==> src/rtl/adpcm_pkg.sv <==
// Shared constants and types for the nibble ADPCM decoder.
// Assumes an 8-bit sample FIFO and a 16-bit internal sample width.
package adpcm_pkg;

    localparam int BYTE_W  = 8;
    localparam int NIB_W   = 4;
    localparam int SHIFT_W = 4;
    localparam int FILT_W  = 4;
    localparam int SMP_W   = 16;

    localparam logic [BYTE_W-1:0] CTRL_MASK   = 8'h83;
    localparam logic [BYTE_W-1:0] CTRL_DECODE = 8'h82;
    localparam logic [BYTE_W-1:0] FILLER      = 8'h80;

    // Decoder sequencing phase: idle, or finishing a request after a header pop
    typedef enum logic {
        PH_IDLE = 1'b0,
        PH_DATA = 1'b1
    } phase_e;

    // Packet header layout: filter index in the upper nibble, shift in the lower
    typedef struct packed {
        logic [FILT_W-1:0]  filt;
        logic [SHIFT_W-1:0] shift;
    } hdr_t;

    // True when the control byte selects decoding rather than pass-through
    function automatic logic is_decode(input logic [BYTE_W-1:0] c);
        return (c & CTRL_MASK) == CTRL_DECODE;
    endfunction

endpackage

==> src/rtl/adpcm_coef_bank.sv <==
// Programmable bank of signed 8-bit prediction coefficients.
// Holds two bytes per filter: even address = f1 (older sample weight),
// odd address = f0 (newer sample weight). Reads are combinational.
// Assumes one write port and a filter select that is always in range.
module adpcm_coef_bank #(
    parameter  int FW = 4,
    localparam int NUM_FILT = 1 << FW,
    localparam int DEPTH = 2 * NUM_FILT,
    localparam int AW = FW + 1
) (
    input  logic              clk,
    input  logic              rst_n,
    input  logic              we,
    input  logic [AW-1:0]     addr,
    input  logic [7:0]        wdata,
    input  logic [FW-1:0]     sel,
    output logic signed [7:0] f0,
    output logic signed [7:0] f1
);

    logic [7:0] mem [DEPTH];

    // Storage: clear on reset, single-byte writes afterwards
    always_ff @(posedge clk) begin
        if (!rst_n) begin
            for (int i = 0; i < DEPTH; i++) begin
                mem[i] <= '0;
            end
        end else if (we) begin
            mem[addr] <= wdata;
        end
    end

    // Coefficient pair lookup for the selected filter
    always_comb begin
        f1 = $signed(mem[{sel, 1'b0}]);
        f0 = $signed(mem[{sel, 1'b1}]);
    end

endmodule

==> src/rtl/adpcm_predict.sv <==
// Combinational second-order predictor with saturation.
// Places the nibble in the top bits of a 16-bit value, shifts it right
// arithmetically, adds the rounded coefficient-weighted history and
// clamps the sum to the signed 16-bit range.
// Assumes history and coefficients are two's complement.
module adpcm_predict #(
    parameter  int NW = 4,
    parameter  int SW = 4,
    parameter  int DW = 16,
    parameter  int CW = 8,
    localparam int PW = DW + CW,
    localparam int AW = PW + 2,
    localparam int RW = AW + 1
) (
    input  logic [NW-1:0]        nib,
    input  logic [SW-1:0]        shift,
    input  logic signed [CW-1:0] f0,
    input  logic signed [CW-1:0] f1,
    input  logic signed [DW-1:0] h0,
    input  logic signed [DW-1:0] h1,
    output logic signed [DW-1:0] t
);

    localparam logic signed [DW-1:0] SAT_HI = {1'b0, {(DW-1){1'b1}}};
    localparam logic signed [DW-1:0] SAT_LO = {1'b1, {(DW-1){1'b0}}};

    logic signed [DW-1:0] d, d_sh;
    logic signed [PW-1:0] p0, p1;
    logic signed [AW-1:0] acc, acc_sh;
    logic signed [RW-1:0] sum;

    // Step value: nibble at the top, scaled down by the header shift
    always_comb begin
        d    = {nib, {(DW-NW){1'b0}}};
        d_sh = d >>> shift;
    end

    // Weighted history with rounding before the divide by 64
    always_comb begin
        p0     = h0 * f0;
        p1     = h1 * f1;
        acc    = AW'(p0) + AW'(p1) + AW'(32);
        acc_sh = acc >>> 6;
    end

    // Sum and clamp to the sample range
    always_comb begin
        sum = RW'(d_sh) + RW'(acc_sh);
        if (sum > RW'(SAT_HI)) begin
            t = SAT_HI;
        end else if (sum < RW'(SAT_LO)) begin
            t = SAT_LO;
        end else begin
            t = sum[DW-1:0];
        end
    end

endmodule

==> src/rtl/adpcm_to_u8.sv <==
// Converts a signed 16-bit sample to an unsigned 8-bit code.
// Divides by 256 rounding toward zero, then flips the sign bit so that
// zero maps to mid-scale. Assumes a full-range signed input.
module adpcm_to_u8 #(
    parameter  int DW = 16,
    localparam int OW = 8
) (
    input  logic signed [DW-1:0] t,
    output logic [OW-1:0]        b
);

    logic          bump;
    logic [OW-1:0] q;

    // Floor division plus one for negative values with a non-zero remainder
    always_comb begin
        bump = t[DW-1] && (t[DW-OW-1:0] != '0);
        q    = t[DW-1 -: OW] + OW'(bump);
        b    = q ^ {1'b1, {(OW-1){1'b0}}};
    end

endmodule

==> src/rtl/adpcm_nibble_decoder.sv <==
// Streaming nibble ADPCM decoder in front of a byte FIFO.
// One request gives one output byte: a pass-through byte, a decoded
// sample, or the filler code when the FIFO is starved. In decode mode a
// header pop takes one extra cycle before the sample is produced.
// Assumes the consumer waits for smp_valid before the next request and
// that fifo_rdata shows the head byte whenever fifo_empty is low.
module adpcm_nibble_decoder
    import adpcm_pkg::*;
#(
    parameter  int SAMPLES_PER_PKT = 28,
    localparam int COEF_AW = FILT_W + 1
) (
    input  logic               clk,
    input  logic               rst_n,
    input  logic [BYTE_W-1:0]  ctrl,
    input  logic               flush,
    input  logic               coef_we,
    input  logic [COEF_AW-1:0] coef_addr,
    input  logic [BYTE_W-1:0]  coef_wdata,
    input  logic               fifo_empty,
    input  logic [BYTE_W-1:0]  fifo_rdata,
    output logic               fifo_pop,
    input  logic               smp_req,
    output logic               smp_valid,
    output logic [BYTE_W-1:0]  smp_byte,
    output logic               smp_fresh
);

    localparam int IDX_W = $clog2(SAMPLES_PER_PKT);
    localparam logic [IDX_W-1:0] IDX_LAST = IDX_W'(SAMPLES_PER_PKT - 1);

    phase_e               phase_q;
    logic                 need_hdr_q;
    logic [IDX_W-1:0]     idx_q;
    hdr_t                 hdr_q;
    logic [BYTE_W-1:0]    held_q;
    logic signed [SMP_W-1:0] h0_q, h1_q;

    logic                 dec_mode, accept, raw_go, hdr_go, step_go, step_ok;
    logic                 want_byte, busy;
    logic [NIB_W-1:0]     nib;
    logic signed [7:0]    f0, f1;
    logic signed [SMP_W-1:0] t_new;
    logic [BYTE_W-1:0]    t_byte;

    // Request decoding and FIFO pop generation
    always_comb begin
        dec_mode  = is_decode(ctrl);
        busy      = (phase_q == PH_DATA);
        accept    = !busy && smp_req && !flush;
        raw_go    = accept && !dec_mode;
        hdr_go    = accept && dec_mode && need_hdr_q;
        step_go   = !flush && (busy || (accept && dec_mode && !need_hdr_q));
        want_byte = raw_go || hdr_go || (step_go && !idx_q[0]);
        fifo_pop  = want_byte && !fifo_empty;
        step_ok   = step_go && (idx_q[0] || !fifo_empty);
        nib       = idx_q[0] ? held_q[BYTE_W-1 -: NIB_W] : fifo_rdata[NIB_W-1:0];
    end

    adpcm_coef_bank #(.FW(FILT_W)) u_bank (
        .clk   (clk),
        .rst_n (rst_n),
        .we    (coef_we),
        .addr  (coef_addr),
        .wdata (coef_wdata),
        .sel   (hdr_q.filt),
        .f0    (f0),
        .f1    (f1)
    );

    adpcm_predict #(.NW(NIB_W), .SW(SHIFT_W), .DW(SMP_W), .CW(8)) u_pred (
        .nib   (nib),
        .shift (hdr_q.shift),
        .f0    (f0),
        .f1    (f1),
        .h0    (h0_q),
        .h1    (h1_q),
        .t     (t_new)
    );

    adpcm_to_u8 #(.DW(SMP_W)) u_conv (
        .t (t_new),
        .b (t_byte)
    );

    // Packet sequencing: phase, header wait, sample index and header fields
    always_ff @(posedge clk) begin
        if (!rst_n) begin
            phase_q    <= PH_IDLE;
            need_hdr_q <= 1'b1;
            idx_q      <= '0;
            hdr_q      <= '0;
        end else if (flush) begin
            phase_q    <= PH_IDLE;
            need_hdr_q <= 1'b1;
            idx_q      <= '0;
        end else if (hdr_go) begin
            if (!fifo_empty) begin
                hdr_q      <= hdr_t'(fifo_rdata);
                need_hdr_q <= 1'b0;
                phase_q    <= PH_DATA;
            end
        end else if (step_go) begin
            phase_q <= PH_IDLE;
            if (step_ok) begin
                if (idx_q == IDX_LAST) begin
                    idx_q      <= '0;
                    need_hdr_q <= 1'b1;
                end else begin
                    idx_q <= idx_q + 1'b1;
                end
            end
        end
    end

    // Decoder history and held data byte, updated only by real samples
    always_ff @(posedge clk) begin
        if (!rst_n) begin
            h0_q   <= '0;
            h1_q   <= '0;
            held_q <= '0;
        end else if (step_ok) begin
            h1_q <= h0_q;
            h0_q <= t_new;
            if (!idx_q[0]) begin
                held_q <= fifo_rdata;
            end
        end
    end

    // Output register: one strobe per completed request
    always_ff @(posedge clk) begin
        if (!rst_n) begin
            smp_valid <= 1'b0;
            smp_byte  <= FILLER;
            smp_fresh <= 1'b0;
        end else begin
            smp_valid <= 1'b0;
            if (raw_go) begin
                smp_valid <= 1'b1;
                smp_byte  <= fifo_empty ? FILLER : fifo_rdata;
                smp_fresh <= !fifo_empty;
            end else if (hdr_go && fifo_empty) begin
                smp_valid <= 1'b1;
                smp_byte  <= FILLER;
                smp_fresh <= 1'b0;
            end else if (step_go) begin
                smp_valid <= 1'b1;
                smp_byte  <= step_ok ? t_byte : FILLER;
                smp_fresh <= step_ok;
            end
        end
    end

endmodule

==> config.mk <==
export PLATFORM = sky130hd
export DESIGN_NAME = adpcm_nibble_decoder
export DESIGN_NICKNAME = d
export VERILOG_FILES = /design/src/rtl/adpcm_pkg.sv /design/src/rtl/adpcm_coef_bank.sv /design/src/rtl/adpcm_predict.sv /design/src/rtl/adpcm_to_u8.sv /design/src/rtl/adpcm_nibble_decoder.sv
export SDC_FILE = /design/constraint.sdc
export NUM_CORES = 1
export LEC_CHECK = 0
export ABC_AREA = 1
export BUFFER_PORTS_ARGS = -buffer_cell sky130_fd_sc_hd__buf_4
export CAP_MARGIN = 10
export CORE_MARGIN = 2
export CORE_UTILIZATION = 48
export CTS_BUF_LIST = sky130_fd_sc_hd__clkbuf_2
export DETAILED_ROUTE_END_ITERATION = 7
export GPL_ROUTABILITY_DRIVEN = 0
export HOLD_SLACK_MARGIN = 0.03
export PLACE_DENSITY = 0.66
export SLEW_MARGIN = 10
export SYNTH_ARGS = -nofsm -noshare
export SYNTH_HDL_FRONTEND = slang
export SYNTH_HIERARCHICAL = 1
export SYNTH_SLANG_ARGS = --single-unit
export TNS_END_PERCENT = 50
==> constraint.sdc <==
create_clock -name clk -period 8.45 [get_ports clk]
set_input_delay 1.2675 -clock clk [delete_from_list [all_inputs] [get_ports clk]]
set_output_delay 1.2675 -clock clk [all_outputs]
set_load 0.02 [all_outputs]
**After elaboration in Yosys (flattened, before gate mapping)**

Memories as Yosys holds them, arrays and structs flattened. A register that Yosys moved wholly into a read port is not among the register bits.
Cells that the tools add are included.

- Bits in registers: 65
- Memory bits (writable): 256
- Input bits: 35
- Output and inout port bits: 11
- Logic and storage cells: 99
- Memories kept: 1

Memory list:

| name | words | width | read ports | clocked after Yosys merged registers in | write ports | RTL line | source |
|---|---|---|---|---|---|---|---|
| u_bank.mem | 32 | 8 | 2 | 2 | 32 | adpcm_coef_bank.sv:21 | `logic [7:0] mem [DEPTH];` |

- $add $sub $neg: 5
- $mul: 2
- Order comparisons: 2
- Equality and inequality tests: 3
- Shift-type cells: 1
- Muxes and demuxes: 34
- Bitwise operators: 6
- Reductions and logical operators: 34

Operators with widths:

| operator | count |
|---|---|
| $mul 16x8->24 | 2 |
| $mux 8 | 6 |
| $mux 16 | 2 |
| $mux 5 | 6 |
| $gt 27x16->1 const B | 1 |
| $lt 27x16->1 const B | 1 |
| $add 25x7->26 const B | 1 |
| $add 24x24->25 | 1 |
| $add 16x20->21 | 1 |
| $mux 1 | 19 |
| $sshr 16x4->16 | 1 |
| $logic_and 1x1->1 | 12 |
| $add 8x1->8 | 1 |
| $reduce_bool 8->1 | 1 |
| $reduce_or 8->1 | 1 |
| $logic_not 1->1 | 6 |
| $not 1->1 | 6 |
| $reduce_and 3->1 | 2 |
| $reduce_bool 2->1 | 3 |
| $add 5x1->5 const B | 1 |
| $eq 5x5->1 const B | 1 |
| $logic_or 1x1->1 | 4 |
| $mux 4 | 1 |
| $reduce_and 2->1 | 2 |
| other kinds (5) | 5 |

**Depth between registers and ports, before layout**

Gate-level depths: netlist of run 1.

- Depth in word-level cells: 15
- Depth in mapped cells: 62
- Depth with buffers taken out: 58

**Modules after synthesis**

The synthesis of run 1 kept the hierarchy.

By module, submodules not included:

| module | times used | cells an instance | area each (µm²) | seq. area each (µm²) |
|---|---|---|---|---|
| adpcm_coef_bank | 1 | 1,406 | 12,429.4 | 7,687.4 |
| adpcm_predict | 1 | 1,557 | 11,477.3 | 0.0 |
| adpcm_nibble_decoder | 1 | 359 | 2,549.9 | 1,221.2 |
| adpcm_to_u8 | 1 | 37 | 177.7 | 0.0 |

**Least setup slack after synthesis of run 1**

No wires, ideal clock.

- Path kind: register -> register
- Start: register hdr_q[4] (netlist name)
- End: register smp_byte[6]
- Setup time: 0.111 ns
- Arrival: 8.669 ns
- Required time: 8.339 ns
- Setup slack: -0.331 ns
- Stages on the path, launching flop included: 54
- Path buffers: 5
- Period minus slack after synthesis: 8.781 ns
- Cell sequence: dfxtp_1 -> inv_1 -> clkbuf_1 -> buf_2 -> nand2_1 -> nand2_1 -> nand2_1 -> nand3_1 -> nand3_1 -> nand2_1 -> clkbuf_1 -> clkbuf_1 -> nand2_1 -> fa_1 -> fa_1 -> fa_1 -> inv_1 -> fa_1 -> (+18 left out) -> nand4_1 -> o21ai_4 -> buf_6 -> nand2_1 -> nor2_1 -> nand2_1 -> nor2_1 -> nor2_1 -> ha_1 -> ha_1 -> nand3_1 -> nor2_1 -> nand2_1 -> nand2_1 -> inv_1 -> nor2_1 -> nor2_1 -> nor2_1

RTL lines:

| element | RTL line | source |
|---|---|---|
| to (signal assigned) | adpcm_nibble_decoder.sv:141 | `smp_byte <= fifo_empty ? FILLER : fifo_rdata;` |
| to (signal assigned) | adpcm_nibble_decoder.sv:149 | `smp_byte <= step_ok ? t_byte : FILLER;` |
| to (decl) | adpcm_nibble_decoder.sv:25 | `output logic [BYTE_W-1:0] smp_byte,` |

==> flow_summary.json, run 1 <==
{
  "status": "complete, but fails checks",
  "violations": "setup timing",
  "cp_max_fo": 6,
  "ys_seq_area_frac": 0.334,
  "buffer_ports.inserted": 40,
  "groute.usage.overall": 0.258,
  "crit_family": "adder cells",
  "min_period_over_period": 1.11,
  "clock_tree_from_tritoncts": "built",
  "max_freq_mhz": 106,
  "cts.reportedPaths.clkPinSlew_ns": 0.10,
  "ff2ff_setup_slack_ns": -0.95,
  "critical_path.most_common_cell": "nand2_1",
  "postLayoutCellArea_sq_um": 33100,
  "yosys.area.top_type_share": 0.289,
  "drtAntennaViolNets": 0,
  "numPlacedInstances": 4308,
  "timing.setup.critical_path_class": "flop to flop",
  "mapped_cells": 3359,
  "post_synth_instance_area_sq_um": 26600,
  "synthDominantAreaCellType": "edfxtp_1",
  "pre_cts_slack_ns": -1.11,
  "clock_insertion_delay_worst_skew_ns": 1.04,
  "grt_first_pass_wirelength_mm": 115,
  "fp-row-count": 86,
  "fin_util": 0.601,
  "syn-num-nets": 3746,
  "layoutNonFillerInstCount": 4513,
  "total_placed_instance_area_sq_um": 30000,
  "antenna_found_initial": 1,
  "numCtsBuffers": 82,
  "number_of_warnings_printed_during_yosys_synthesis": 6,
  "post_synthesis_area_per_instance_sq_um": 7.93,
  "slew_headroom": 0.204,
  "area_growth_pct": 24.2,
  "die_width_microns": 240,
  "tritoncts_num_sinks": 317,
  "synth.ff_latch_count": 317,
  "ctsLongestPathBuffers": 3,
  "rsz0062_at_grt": "true",
  "cp_data_arrival_time_ns": 10.26,
  "first_iter_violations": 1876,
  "grt_max_degree": 46,
  "fill_cells": 4717,
  "highest_ir_drop_seen_on_vdd_mv": 0.216,
  "pwr_density_cell_nw_per_um2": 183,
  "dr.pass1.iters": 6,
  "slowest_delay_ns": 0.52,
  "layout_setup_ws_ns": -0.955,
  "grt_pass1_vias": 22300,
  "timing_worst_slew_pin_value_ns": 1.19,
  "io_pins": 46,
  "multi_input_comb_area_sq_um": 15900,
  "routed-via-count": 22600,
  "layout-drive-gt1-share": 0.238,
  "register_area_sq_um": 8910,
  "final-setup-viol-count": 19,
  "grt_remaining_overflow": 0,
  "htreeDepth": 3,
  "post-route-drc-count": 0,
  "total_leakage_power_nw": 16.4,
  "cp-start-kind": "flop",
  "routed_via_density": 5.00,
  "cp.required_ns": 9.30,
  "hold_path.class": "flop to flop",
  "slowest_stage": "fa_1",
  "routed_wl_mm": 73.8,
  "dpl.hpwl_mm": 50.6,
  "report.final.slew_viol_count": 0,
  "clock_skews_ns": 0.0990,
  "min_period_ns": 9.40,
  "clock_tree.root_cell": "clkbuf_2",
  "dieArea_sq_um": 57400,
  "initial_utilization": 0.484,
  "finish.net_count": 4092,
  "critical_path_buf_inv_count": 19,
  "fp.coreArea_sq_um": 55000,
  "ys_types": 47,
  "yosys-top-cells-area": "edfxtp_1 (29%), fa_1 (20%), nand2_1 (13%)",
  "worst_setup_path_end_kind": "flop",
  "final.hold.worst_slack_ns": 0.489,
  "die_h_microns": 240,
  "max_capacitance_violation_count": 0,
  "hold_viol_final": 0,
  "wl_per_cell_microns": 16.4
}
## power by group
group          total [mW]  internal [mW]  switching (mW)  leakage, nW
Clock                1.07          0.405           0.664        0.555
Combinational        3.22           1.51            1.70         12.9
Sequential           1.77           1.75          0.0210         2.93
Total                6.06           3.67            2.39         16.4
## worst paths after layout
kind                   start          end  depth (start not counted)
hold / removal    need_hdr_q   need_hdr_q                          2
hold reg to reg   need_hdr_q   need_hdr_q                          2
setup / recovery    hdr_q[4]  smp_byte[7]                         62
setup reg to reg    hdr_q[4]  smp_byte[7]                         62
## sequential cells by signal, summed over array words and instances, names as in the netlist
signal and count:
busy 1, h0_q 16, h1_q 16, hdr_q 8, held_q 4, idx_q 5, need_hdr_q 1, smp_byte 8
smp_fresh 1, smp_valid 1, u_bank/mem 256
## cell type report
class	count	share of cell area
clock inverters	28	0.00492
inverters	709	0.0812
multi-input cells	2175	0.481
well taps	748	0.0283
diodes	1	0.0000757
clock buffers	115	0.0174
repair buffers	420	0.118
flip-flops and latches	317	0.270
## per-layer routing
| layer | up-vias | wire [microns] | track usage | part of all wire |
|---|---|---|---|---|
| li1 | 10900 | - | - | - |
| met1 | 10700 | 31000 | 0.351 | 0.42 |
| met2 | 842 | 35400 | 0.427 | 0.48 |
| met5 | - | 0 | 0 | 0 |
| met4 | 0 | 1650 | 0.0809 | 0.022 |
| met3 | 116 | 5780 | 0.0392 | 0.078 |
## Yosys cell counts (all sizes together)
cell and number:
inv 706, nand4 12, o311ai 1, nand3b 7
dfxtp 61, buf 50, or2 10, o21a 3
a31oi 5, nor4 4, clkinv 3, xor2 24
and2 1, edfxtp 256, nor2 381, o22ai 2
nor3 19, nand2b 1, mux2i 1, nand2 930
a21oi 93, o21ai 56, o21bai 7, a221oi 1
a21o 4, fa 262, nand3 238, clkbuf 110
ha 90, xnor2 21
## cells in the final DEF, fill, tap and decap left out, types with 39 or more instances in the layout
cell	count
nand2_1	817
buf_4	355
fa_1	255
nand2_2	99
ha_1	57
clkbuf_2	115
a21oi_1	62
nor2_1	353
nand3_1	178
o21ai_0	39
dfxtp_1	59
nand3_2	53
inv_1	680
edfxtp_1	256
## logic make-up (layout without fill, tap and decap cells)
kind of cell | after synthesis | count (layout) | share of synthesized area
simple gates | 1603 | 1603 | 0.250
buf+inv | 869 | 1272 | 0.126
xor+xnor | 45 | 45 | 0.0148
other cells | 0 | 1 | 0
flops | 317 | 317 | 0.334
mux | 1 | 1 | 0.000376
fa+ha+maj | 352 | 352 | 0.239
compound gates | 172 | 174 | 0.0352
## stage by stage
| step | TNS, ns | total power [mW] |
|---|---|---|
| 3_3_place_gp | -10.35 | 4.02 |
| 3_5_place_dp | -10.31 | 4.03 |
| 4_1_cts | -5.76 | 5.49 |
| 5_1_grt | -17.64 | 6.42 |
| 2_1_floorplan | 0 | 3.06 |
| 6_report | -9.09 | 6.06 |
## worst reg2reg max path: cells and delay by family (launching register included)
family          cells  cell delay, ns
fa+ha+maj           9            3.70
simple gates       30            2.41
buf+inv            19            1.99
compound gates      3            0.58
flops               1            0.46
xor+xnor            1            0.17
## timing repair
| item | 4_1_cts | 5_1_grt |
|---|---|---|
| resized for setup | 147 | 220 |
| hold buffers | 0 | 0 |
| gates cloned | 8 | 6 |
| pin swaps | 38 | 70 |
| endpoints found under the setup margin | 23 | 24 |
| setup buffers | 18 | 32 |
(Power assumes the default switching activity.)
==> run 2, diff against run 1 <==
--- a/config.mk
+++ b/config.mk
@@ -15,6 +15,7 @@
 export GPL_ROUTABILITY_DRIVEN = 0
 export HOLD_SLACK_MARGIN = 0.03
 export PLACE_DENSITY = 0.66
+export RECOVER_POWER = 50
 export SLEW_MARGIN = 10
 export SYNTH_ARGS = -nofsm -noshare
 export SYNTH_HDL_FRONTEND = slang
==> run 2 against run 1 <==
Effect of this change: sequential share of layout area hardly changed; clock-buffer cell count stayed put; largest power group unchanged; critical endpoint unchanged; maximum frequency hardly changed; non-clock buffer count stayed put; the run still ends with setup timing left; largest cell class unchanged; via count is 0.21% lower; flip-flop and latch count stayed put; cell area hardly changed.
==> flow_summary.json, run 2 (synthesized netlist as in run 1, its figures left out) <==
{
  "status": "complete, but fails checks",
  "violations": "setup timing",
  "layout.cells.most_common": "nand2_1",
  "total_placed_instance_area_sq_um": 30000,
  "clock_tree.root_cell": "clkbuf_2",
  "io_pins": 46,
  "initial_utilization": 0.484,
  "clock_insertion_delay_worst_skew_ns": 1.05,
  "timing_worst_slew_pin_value_ns": 1.18,
  "route.met3.wl_mm": 5.66,
  "first_iter_violations": 1870,
  "largest_register": "u_bank/mem",
  "layout-drive-gt1-share": 0.238,
  "max_capacitance_violation_count": 0,
  "fp-row-count": 86,
  "die_width_microns": 240,
  "layout_setup_ws_ns": -0.949,
  "worst_setup_path_end_kind": "flop",
  "cp.required_ns": 9.31,
  "worst_setup_path_startpoint": "hdr_q[4]",
  "routed-via-count": 22500,
  "fill_cells": 4719,
  "layoutNonFillerInstCount": 4513,
  "routedLengthMet1_mm": 31.1,
  "dpl.hpwl_mm": 50.6,
  "dieArea_sq_um": 57400,
  "swShare": 0.394,
  "power.clock.fraction": 0.176,
  "critical_path.most_common_cell": "nand2_1",
  "multi_input_comb_area_sq_um": 15900,
  "cp_endpoint": "smp_byte[7]",
  "met2_length_mm": 35.4,
  "routed_wl_mm": 73.8,
  "grt_pass1_vias": 22300,
  "share_seq_of_total_power": 0.293,
  "hold_path.class": "flop to flop",
  "fin_util": 0.601,
  "tritoncts_num_sinks": 317,
  "total_leakage_power_nw": 16.4,
  "groute.usage.overall": 0.258,
  "min_period_over_period": 1.11,
  "most_frequent_cells_in_the_layout": "nand2_1 (818), inv_1 (680), nor2_1 (354), buf_4 (354), edfxtp_1 (256)",
  "ff2ff_setup_slack_ns": -0.95,
  "grt_max_degree": 46,
  "dr.pass1.iters": 6,
  "number_of_buffers_inserted_by_hold_repair_at_cts": 0,
  "ctsLongestPathBuffers": 3,
  "routed_via_density": 4.99,
  "timing.setup.critical_path_class": "flop to flop",
  "cp-start-kind": "flop",
  "reg2reg_from": "hdr_q[4]",
  "pwr_density_cell_nw_per_um2": 183,
  "die_h_microns": 240,
  "p_int_mw": 3.67,
  "area_growth_pct": 24.1,
  "wl_per_cell_microns": 16.3,
  "cp_max_fo": 12,
  "max_ffs_per_register": 256,
  "pwr-share-comb": 0.531,
  "slowest_stage": "fa_1",
  "max_freq_mhz": 106,
  "numCtsBuffers": 82,
  "numPlacedInstances": 4308,
  "slew_headroom": 0.207,
  "largest_registers": "u_bank/mem (256), h0_q (16), h1_q (16)",
  "final.hold.worst_slack_ns": 0.490,
  "htreeDepth": 3,
  "r2r_end": "smp_byte[7]",
  "clock_tree_from_tritoncts": "built",
  "register_area_sq_um": 8910,
  "drtAntennaViolNets": 0,
  "cp_data_arrival_time_ns": 10.26,
  "cts.reportedPaths.clkPinSlew_ns": 0.10,
  "postLayoutCellArea_sq_um": 33100,
  "antenna_found_initial": 1,
  "hold_viol_final": 0,
  "grt_remaining_overflow": 0,
  "reg2reg_depth": 57,
  "top_layer_used": "met4",
  "finish.net_count": 4092,
  "clock_skews_ns": 0.103,
  "highest_ir_drop_seen_on_vdd_mv": 0.216,
  "min_period_ns": 9.40,
  "rsz0062_at_grt": "true",
  "fp.coreArea_sq_um": 55000,
  "final-setup-viol-count": 19,
  "slowest_delay_ns": 0.52,
  "post-route-drc-count": 0,
  "switchingPower_mw": 2.39,
  "grt_first_pass_wirelength_mm": 115,
  "report.final.slew_viol_count": 0,
  "buffer_ports.inserted": 40
}
## run 2: changes by cell type in the layout (fill, tap and decap cells not counted), sizes merged
cell	change
buf	-1
clkbuf	+1
## run 2: final cells by class
class                      instances  share of cell area
antenna                            1           0.0000757
clock buffer                     115              0.0174
clock inverter                    28             0.00492
inverter                         709              0.0812
multi-input combinational       2175               0.481
sequential                       317               0.270
tap                              748              0.0283
timing repair buffer             420               0.118
## run 2: stage by stage
step	total power [mW]	TNS, ns	setup slack (ns)
global placement	4.02	-10.35	-1.12
CTS	5.49	-5.76	-0.775
detailed placement	4.03	-10.31	-1.11
floorplan	3.06	0	0.000816
finish	6.06	-9.01	-0.949
global route	6.42	-17.64	-1.44
## run 2: power groups by stage
stage | sequential, mW | combinational [mW] | clock (mW)
2_1_floorplan | 1.81 | 1.26 | 0
3_3_place_gp | 1.81 | 2.21 | 0
3_5_place_dp | 1.81 | 2.22 | 0
4_1_cts | 1.77 | 2.61 | 1.10
5_1_grt | 1.78 | 3.46 | 1.18
6_report | 1.77 | 3.22 | 1.07
## run 2: critical path: cells and delay by family (launching register included)
kind / cells / cell delay [ns]
simple gates: 28 / 2.36
buf+inv: 15 / 1.53
xor+xnor: 1 / 0.29
flops: 1 / 0.46
fa+ha+maj: 9 / 3.67
compound gates: 4 / 0.96
## run 2: layer usage
layer	track usage	vias up
met5	0	-
met4	0.0809	0
met3	0.0392	119
met2	0.427	811
met1	0.351	10700
li1	-	10900
## run 2: repair_timing
action,CTS,global route
setup endpoints to repair,23,24
setup buffers,18,32
cloned,8,6
gates resized for setup,147,220
pin swaps,38,70
## run 2: worst min path at each step
stage                       endpoint     startpoint  cells after the start  slack, ns
after floorplan              h1_q[1]        h1_q[1]                      2       0.44
after global placement    need_hdr_q     need_hdr_q                      2       0.47
after detailed placement  need_hdr_q     need_hdr_q                      2       0.48
after CTS                   hdr_q[1]  fifo_rdata[1]                      3       0.45
after global routing      need_hdr_q     need_hdr_q                      2       0.53
final                     need_hdr_q     need_hdr_q                      2       0.49
